File: config.mk
export PLATFORM = sky130hd
export DESIGN_NAME = shared_mem_mgr
export DESIGN_NICKNAME = d
export VERILOG_FILES = /design/src/rtl/shared_mem_mgr.sv
export SDC_FILE = /design/constraint.sdc
export NUM_CORES = 1
export LEC_CHECK = 0
export BUFFER_PORTS_ARGS = -buffer_cell sky130_fd_sc_hd__buf_2
export CAP_MARGIN = 10
export CORE_ASPECT_RATIO = 0.7
export CORE_MARGIN = 2
export CORE_UTILIZATION = 30
export DETAILED_ROUTE_END_ITERATION = 10
export REMOVE_ABC_BUFFERS = 1
export SETUP_SLACK_MARGIN = 0.15
export SLEW_MARGIN = 20
export SYNTH_ARGS = -nofsm -noshare
export SYNTH_HDL_FRONTEND = slang
export SYNTH_SLANG_ARGS = --single-unit
File: constraint.sdc
create_clock -name clk -period 3.53 [get_ports clk]
set_input_delay 0.353 -clock clk [delete_from_list [all_inputs] [get_ports clk]]
set_output_delay 0.353 -clock clk [all_outputs]
set_load 0.03 [all_outputs]
File: src/rtl/shared_mem_mgr.sv
module shared_mem_mgr #(
  parameter int NCLI = 4,
  parameter int AW   = 6,
  parameter int DW   = 16
) (
  input  logic              clk,
  input  logic              rst_n,
  input  logic [NCLI-1:0]   tok_req,
  output logic [NCLI-1:0]   tok_gnt,
  input  logic [NCLI-1:0]   cmd_valid,
  input  logic [NCLI-1:0]   cmd_wr,
  input  logic [NCLI*AW-1:0] cmd_addr,
  input  logic [NCLI*DW-1:0] cmd_wdata,
  output logic [NCLI-1:0]   done,
  output logic [DW-1:0]     rdata,
  output logic [NCLI-1:0]   err
);

  localparam int IW    = (NCLI > 1) ? $clog2(NCLI) : 1;
  localparam int DEPTH = 1 << AW;

  typedef enum logic [2:0] {IDLE, GRANT, WAIT_REQ, ACCESS, DONE} st_t;

  st_t            st;
  logic [IW-1:0]  own;
  logic [IW-1:0]  win;
  logic           op_wr;
  logic [AW-1:0]  op_a;
  logic [DW-1:0]  op_d;
  logic [DW-1:0]  rd_q;
  logic [DW-1:0]  mem [DEPTH];

  always_comb begin
    win = '0;
    for (int i = NCLI - 1; i >= 0; i--)
      if (tok_req[i]) win = IW'(i);
  end

  assign tok_gnt = (st != IDLE) ? (NCLI'(1) << own) : '0;
  assign done    = (st == DONE) ? (NCLI'(1) << own) : '0;
  assign err     = cmd_valid & ~tok_gnt;
  assign rdata   = rd_q;

  always_ff @(posedge clk) begin
    if (!rst_n) begin
      st    <= IDLE;
      own   <= '0;
      op_wr <= 1'b0;
      op_a  <= '0;
      op_d  <= '0;
    end else begin
      case (st)
        IDLE:     if (|tok_req) begin own <= win; st <= GRANT; end
        GRANT:    st <= WAIT_REQ;
        WAIT_REQ: if (cmd_valid[own]) begin
                    op_wr <= cmd_wr[own];
                    op_a  <= cmd_addr[own*AW +: AW];
                    op_d  <= cmd_wdata[own*DW +: DW];
                    st    <= ACCESS;
                  end
        ACCESS:   st <= DONE;
        DONE:     st <= IDLE;
        default:  st <= IDLE;
      endcase
    end
  end

  always_ff @(posedge clk) begin
    if (st == ACCESS) begin
      if (op_wr) mem[op_a] <= op_d;
      rd_q <= mem[op_a];
    end
  end

  a_r1_prio_grant: assert property (@(posedge clk) disable iff (!rst_n)
    (st == IDLE && |tok_req) |=> tok_gnt == $past(tok_req & (~tok_req + NCLI'(1))));

  a_r2_one_grant: assert property (@(posedge clk) disable iff (!rst_n)
    $onehot0(tok_gnt));

  a_r3_cmd_taken: assert property (@(posedge clk) disable iff (!rst_n)
    (st == ACCESS) |-> $past(st == WAIT_REQ && (cmd_valid & tok_gnt) != '0));

  a_r4_done_once: assert property (@(posedge clk) disable iff (!rst_n)
    (|done) |=> done == '0);

  a_r6_release: assert property (@(posedge clk) disable iff (!rst_n)
    (|done) |=> tok_gnt == '0);

endmodule

After elaboration in Yosys (flattened, before gate mapping)
Memories as Yosys holds them, arrays and structs flattened. A register that Yosys moved wholly into a read port is not among the register bits.
Cells that the tools add are included.

word-level totals
  output and inout bits = 28
  register bits after elaboration = 28
  bits in read-only memories = 0
  latch bits = 0
  memories = 1
  memory bits (writable) = 1024

memories
  name  words  width  rd ports  clocked after Yosys merged registers in  wr ports  RTL line  source
  mem   64     16     1         1                                        1         31        logic [DW-1:0] mem [DEPTH];

cells by class
  shift operators = 3
  add/sub/neg operators = 0
  equality and inequality tests = 6
  bitwise gates (word level) = 2
  $lt $le $gt $ge = 1
  mux-type cells = 16
  reductions and logical operators = 6
  multiply operators = 1
  div/mod/pow operators = 0

operator list
  operator                                                               count
  64-bit by 7-bit variable part select with 16-bit output                1
  24-bit by 6-bit variable part select with 6-bit output                 1
  3-bit one-hot mux with 4 select lines                                  1
  2-bit two-way mux                                                      4
  4-bit two-way mux                                                      2
  3-bit by 2-bit == test with 1-bit output (second input constant)       2
  3-bit two-way mux                                                      2
  2-bit AND reduction                                                    3
  1-bit two-way mux                                                      5
  4-bit bitwise AND                                                      1
  1-bit binary-select mux with 2-bit select                              2
  2-bit by 2-bit multiplier with 4-bit output (second input constant)    1
  2-bit inequality test (second input constant)                          2
  4-bit NOT                                                              1
  4-bit OR reduction                                                     1
  1-bit by 2-bit << shifter with 4-bit output (first input constant)     1
  3-bit by 1-bit == test with 1-bit output (second input constant)       1
  3-bit == test (second input constant)                                  1
  3-bit zero test                                                        1
  2-bit by 3-bit < comparator with 1-bit output (second input constant)  1
  3-bit nonzero test                                                     1

Depth between registers and ports, before layout
Gate-level depths: netlist (run 1).

  depth in word-level cells = 4
  depth in mapped cells = 11
  gate-level depth less buffers = 6

Worst setup path before layout (run 1)
No wires, ideal clock.

  path kind = register to register
  start point = reg op_a[2]
  end point = mem mem[14][0], enable pin
  cell stages (with the launch flop) = 10
  required time = 3.141 ns
  data arrival time = 2.502 ns
  slack = 0.640 ns
  cell sequence = dfxtp_1 > buf_4 > buf_4 > buf_2 > buf_2 > buf_4 > buf_2 > buf_2 > nand3_1 > nor2_1

RTL lines
  element                   RTL line  source
  start: declaration        28        logic [AW-1:0] op_a;
  start signal: assignment  57        op_a <= cmd_addr[own*AW +: AW];
  end: declaration          31

Straight into the memory's write port.

==> qor.csv, run 1 <==
metric;value;unit
synth.top_cells.by_count;edfxtp_1, a22oi_1, a21oi_1;
first_global_vias;23700;
timing.hold.ws;0.0784;ns
rsz0062_at_grt;true;
cts.sinks;1068;
ys_types;54;
final.setup.tns;0;ns
cts_tree;yes;
grt_start_max_net_pins;51;
max_freq;289;MHz
layout-drive-gt1-share;24.4;%
maxCapViolations;0;
hold_class;input port to flip-flop;
postSynthCellCount;2395;
drv_slew;0;
irDropWorstVdd;0.348;mV
relSlewSlack;25.5;%
antenna_found_initial;11;
grt_pass1_wl;181;mm
ios;130;
synthArstFlopShare;0;%
slowest_stage;nor3_1;
critPathArrivalTime;3.89;ns
clk_path_buf_depth;3;
run_status;finished, final reports clean;
fin_skew;0.0201;ns
max_stage_delay;0.69;ns
first_pass_iters;8;
finalNonFillerCells;4621;
synth-seq-cells;1068;
period_minus_slack;3.46;ns
dieWidth;449;microns
die_h;316;microns
dp.cells;4444;
finalHoldViolations;0;
htreeDepth;3;
fin_crit_sh;98.1;%
synth_edf_count;1040;
initial_core_util;30.2;%
cts_root_buf;clkbuf_16;
die_area;142000;sq um
worstMarginPinSlew;1.12;ns
powerDensity;598;nW/um^2
gp_congestion;0.952;
row_count;114;
netlist_area;41600;sq um
drtAntennaViolNets;0;
clock_latency;0.70;ns
cp_top_family;simple AND/OR/NAND/NOR gates;
worst-path-buf-inv;1;
syn_avg_cell_area;17.4;sq um
cts_buffers;92;
fin_util;35.7;%
hpwl;83.2;mm
yosys_warnings;0;
drc;0;
placedInstanceArea;46200;sq um
crit_type;flip-flop to flip-flop;
worstPathRequired;3.96;ns
area_growth;18.4;%
avgRoutedWirePerCell;27.8;microns
grt_usage;17.7;%
ys_top_cells_by_area;edfxtp_1, a22oi_1, mux4_2;
power.leakage;16.3;nW
drt_iter0_drc;4038;
port-buffer-count;129;
path_cells;and2_4 > buf_12 > a221oi_1 > a21oi_1 > nor3_1 > o21ai_0 > or4b_1;
ys_seq_area_share;76.4;%
gr-total-overflow;0;
dominantRegCellSynth;edfxtp_1;
cp_max_fo;33;
setup_viol;0;
coreArea;138000;sq um
vias;25100;
synth_top_cell_area_share;75.1;%
clkTransAtPathRegs;0.07;ns
vias_per_cell;5.44;
nNetsFinal;2786;
synth.most_common_cell;edfxtp_1;
routed_wl;129;mm
synth_top_area_cell;edfxtp_1;
critPathCaptureType;flip-flop;
design_area;49200;sq um
cp-start-kind;flip-flop;
layout make-up:
class / count / area [sq um]
Fill cell: 12900 / 88500
Sequential cell: 1068 / 31800
Timing Repair Buffer: 374 / 2980
Inverter: 6 / 22.5
Antenna cell: 7 / 17.5
Multi-Input combinational cell: 1142 / 9040
Clock inverter: 61 / 602
Tap cell: 1856 / 2320
Clock buffer: 107 / 2420
per-layer routing:
layer  global-route usage [%]  part of all wire (%)  vias to the layer above  wire (microns)
met3                     6.77                    13                      177           17100
met5                        0                 0.035                        -              45
met1                     26.7                    44                    13000           57000
li1                         -                     -                    10500               -
met2                     23.8                    40                     1484           51800
met4                     4.09                   2.1                        8            2730
worst min-delay path: stages:
cell	delay, ns
buf_2	0.08
nor2_1	0.05
nand2_1	0.06
nand2_1	0.06
a21oi_1	0.14
logic make-up after synthesis:
family / synth area share, %
muxes: 7.43
and+or+nand+nor: 3.29
xor gates and xnor gates: 0.0211
DFF: 76.4
buffers and inverters: 2.08
AOI/OAI and AO/OA: 10.7
flip-flops by register name, indices dropped and copies added (netlist names):
signal  cells
rdata      16
own         2
op_wr       1
st          3
op_d       16
op_a        6
mem      1024
report_power, final:
part / switching (mW) / leakage [nW] / internal, mW
registers: 0.458 / 10.2 / 14.3
clock network: 4.61 / 1.47 / 5.79
logic: 2.76 / 4.56 / 1.52
total: 7.83 / 16.3 / 21.6
repair_timing:
action / in CTS / in global routing
hold buffers: 2 / 0
endpoints found under the setup margin: 1 / 95
buffers inserted: 0 / 0
hold endpoints to repair: 1 / 0
resized for setup: 1 / 2
through the flow:
| stage | power [mW] | setup slack (ns) |
|---|---|---|
| 3_5_place_dp | 19.2 | 0.0666 |
| 5_1_grt | 30.3 | 0.144 |
| 3_3_place_gp | 19.2 | 0.0357 |
| 4_1_cts | 29.5 | 0.212 |
| 2_1_floorplan | 17.1 | -7.51 |
| 6_report | 29.5 | 0.0679 |
worst paths after layout:
check | to | startpoint | slack [ns] | cells past startpoint
hold / removal | own[0] | tok_req[3] | 0.08 | 5
setup reg to reg | rdata[14] | op_a[0] | 0.07 | 7
hold reg to reg | st[1] | st[2] | 0.53 | 1
setup / recovery | rdata[14] | op_a[0] | 0.07 | 7
cell usage in the layout (no fill, tap or decap), types with 9 or more instances in the layout:
cell,count
dfxtp_2,13
or4_1,14
a211oi_1,9
mux2_2,69
clkbuf_1,12
a22o_1,51
nor2b_1,30
a22oi_1,199
clkinv_1,24
a222oi_1,9
mux4_2,57
nor2_1,98
a221oi_1,92
mux2i_1,103
o22ai_1,40
nand2_1,54
buf_2,129
clkinv_2,16
o221ai_1,15
nand3_1,19
buf_4,204
o21ai_0,76
bufinv_16,12
a21oi_1,107
buf_12,39
clkbuf_16,95
and2_1,10
nor3_1,10
edfxtp_1,1040
(Power assumes the default switching activity.)
==> run 2: changes to the inputs <==
--- a/config.mk
+++ b/config.mk
@@ -7,10 +7,10 @@
 export LEC_CHECK = 0
 export BUFFER_PORTS_ARGS = -buffer_cell sky130_fd_sc_hd__buf_2
 export CAP_MARGIN = 10
-export CORE_ASPECT_RATIO = 0.7
 export CORE_MARGIN = 2
 export CORE_UTILIZATION = 30
 export DETAILED_ROUTE_END_ITERATION = 10
+export MAX_ROUTING_LAYER = met4
 export REMOVE_ABC_BUFFERS = 1
 export SETUP_SLACK_MARGIN = 0.15
 export SLEW_MARGIN = 20
==> qor.csv, run 2 (synthesis gave the netlist of run 1 again) <==
metric;value;unit;change
slowest_stage;dfxtp_4;;was nor3_1
antenna_found_initial;10;;was 11
postCtsHoldBufs;0;;was 2
first_global_vias;24100;;was 23700
final_cell_mix;edfxtp_1, buf_4, a22oi_1;;unchanged
drtAntennaViolNets;0;;unchanged
max_stage_delay;0.69;ns;about the same
clock_latency;0.69;ns;was 0.70 ns
dieWidth;376;microns;was 449 microns
nNetsFinal;2814;;was 2786
path_cells;buf_12 > buf_4 > buf_4 > mux2i_1 > o22ai_1 > o21ai_0 > buf_4 > nand4_1 > or4_1;;was and2_4 > buf_12 > a221oi_1 > a21oi_1 > nor3_1 > o21ai_0 > or4b_1
drv_slew;0;;unchanged
dp.cells;4392;;was 4444
port-buffer-count;129;;unchanged
layout-drive-gt1-share;25.5;%;was 24.4%
final.setup.tns;0;ns;unchanged
drt_iter0_drc;3356;;was 4038
path_common_cell;buf_4;;
grt_pass1_wl;179;mm;was 181 mm
cts_root_buf;clkbuf_16;;unchanged
cts.sinks;1068;;unchanged
coreArea;137000;sq um;was 138000 sq um
routed_wl;126;mm;was 129 mm
hpwl;79.9;mm;was 83.2 mm
grt_usage;18.0;%;was 17.7%
relSlewSlack;37.3;%;was 25.5%
finalNonFillerCells;4601;;was 4621
worstPathRequired;3.94;ns;was 3.96 ns
crit_type;flip-flop to flip-flop;;unchanged
setup_viol;0;;unchanged
drc;0;;unchanged
row_count;136;;was 114
critPathCaptureType;flip-flop;;unchanged
avgRoutedWirePerCell;27.4;microns;was 27.8 microns
ios;130;;unchanged
htreeDepth;3;;unchanged
fin_skew;0.0433;ns;was 0.0201 ns
die_area;142000;sq um;about the same
irDropWorstVdd;0.465;mV;was 0.348 mV
fin_crit_sh;92.1;%;was 98.1%
maxCapViolations;0;;unchanged
largest_reg_flops;1024;;unchanged
finalHoldViolations;0;;unchanged
power.leakage;16.6;nW;was 16.3 nW
regMostFlops;mem;;unchanged
run_status;finished, final reports clean;;unchanged
critPathArrivalTime;3.66;ns;was 3.89 ns
clk_path_buf_depth;3;;unchanged
cts_buffers;108;;was 92
grt_start_max_net_pins;66;;was 51
cp-start-kind;flip-flop;;unchanged
timing.hold.ws;0.0369;ns;was 0.0784 ns
initial_core_util;30.3;%;was 30.2%
gp_congestion;0.932;;was 0.952
max_freq;307;MHz;was 289 MHz
layout_commonest_cell;edfxtp_1;;unchanged
gr-total-overflow;0;;unchanged
rsz0062_at_grt;false;;was true
die_h;376;microns;was 316 microns
first_pass_iters;8;;unchanged
area_growth;19.6;%;was 18.4%
vias_per_cell;5.43;;was 5.44
hold_class;input port to flip-flop;;unchanged
vias;25000;;was 25100
cts_tree;yes;;unchanged
powerDensity;615;nW/um^2;was 598 nW/um^2
worstMarginPinSlew;0.941;ns;was 1.12 ns
clkTransAtPathRegs;0.06;ns;was 0.07 ns
fillCellCount;12800;;was 12900
cp_max_fo;27;;was 33
period_minus_slack;3.25;ns;was 3.46 ns
==> run 2: changes by cell type in the layout (fill, tap and decap cells not counted), sizes merged <==
| cell | change |
|---|---|
| clkbuf | +27 |
| buf | +14 |
| inv | +4 |
| clkinvlp | -2 |
| dlygate4sd3 | -2 |
| bufinv | +1 |
==> run 2: critical path: cells and delay by family, from the launching register on <==
kind            cells  cell delay [ns]
simple gates        2             1.01
flops               1             0.69
buf+inv             4             0.75
compound gates      2             0.29
mux                 1             0.21
==> run 2: what timing repair did <==
action | CTS | global route
gates cloned | 0 | 0
resized for setup | 1 | 4
pin swaps | 0 | 2
setup endpoints to repair | 1 | 5
setup buffers | 1 | 3
==> run 2: path summary, 6_finish.rpt <==
check	from	endpoint	slack, ns	cells past startpoint
min	tok_req[0]	own[0]	0.04	4
max	op_a[2]	rdata[7]	0.28	9
max reg2reg	op_a[2]	rdata[7]	0.28	9
min reg2reg	op_d[6]	op_d[6]	0.51	2
==> run 2: final cells by class <==
| cell class | instances | area [sq um] | share of cell area [%] |
|---|---|---|---|
| flip-flops and latches | 1068 | 31800 | 64.0 |
| multi-input cells | 1142 | 9010 | 18.1 |
| clock inverters | 64 | 716 | 1.44 |
| inverters | 6 | 22.5 | 0.0453 |
| clock buffers | 134 | 2880 | 5.79 |
| repair buffers | 386 | 3000 | 6.03 |
| well taps | 1794 | 2240 | 4.51 |
| diodes | 7 | 17.5 | 0.0352 |
==> run 2: layer usage <==
metal	share of wire (%)	vias up	GRT usage, %
met4	3.6	0	6.14
met2	46	1337	27.6
met3	9.3	214	3.35
li1	-	10500	-
met5	0	-	-
met1	41	12900	23.9
==> run 2: stage by stage <==
step | worst slack, ns | instance area (sq um) | util, % | power, mW
floorplan | -7.51 | 40800 | - | 17.1
global placement | 0.171 | 46100 | 33.5 | 19.1
detailed placement | 0.153 | 46100 | 33.5 | 19.2
CTS | 0.150 | 49700 | 36.1 | 30.7
global route | 0.199 | 49700 | 36.2 | 31.4
finish | 0.278 | 49700 | 36.2 | 30.6
==> run 2: power by group <==
part	internal (mW)	leakage [nW]	switching (mW)	total (mW)
logic	1.56	4.61	2.67	4.22
clock network	6.75	1.76	4.84	11.6
registers	14.3	10.2	0.446	14.8
total	22.6	16.6	7.95	30.6
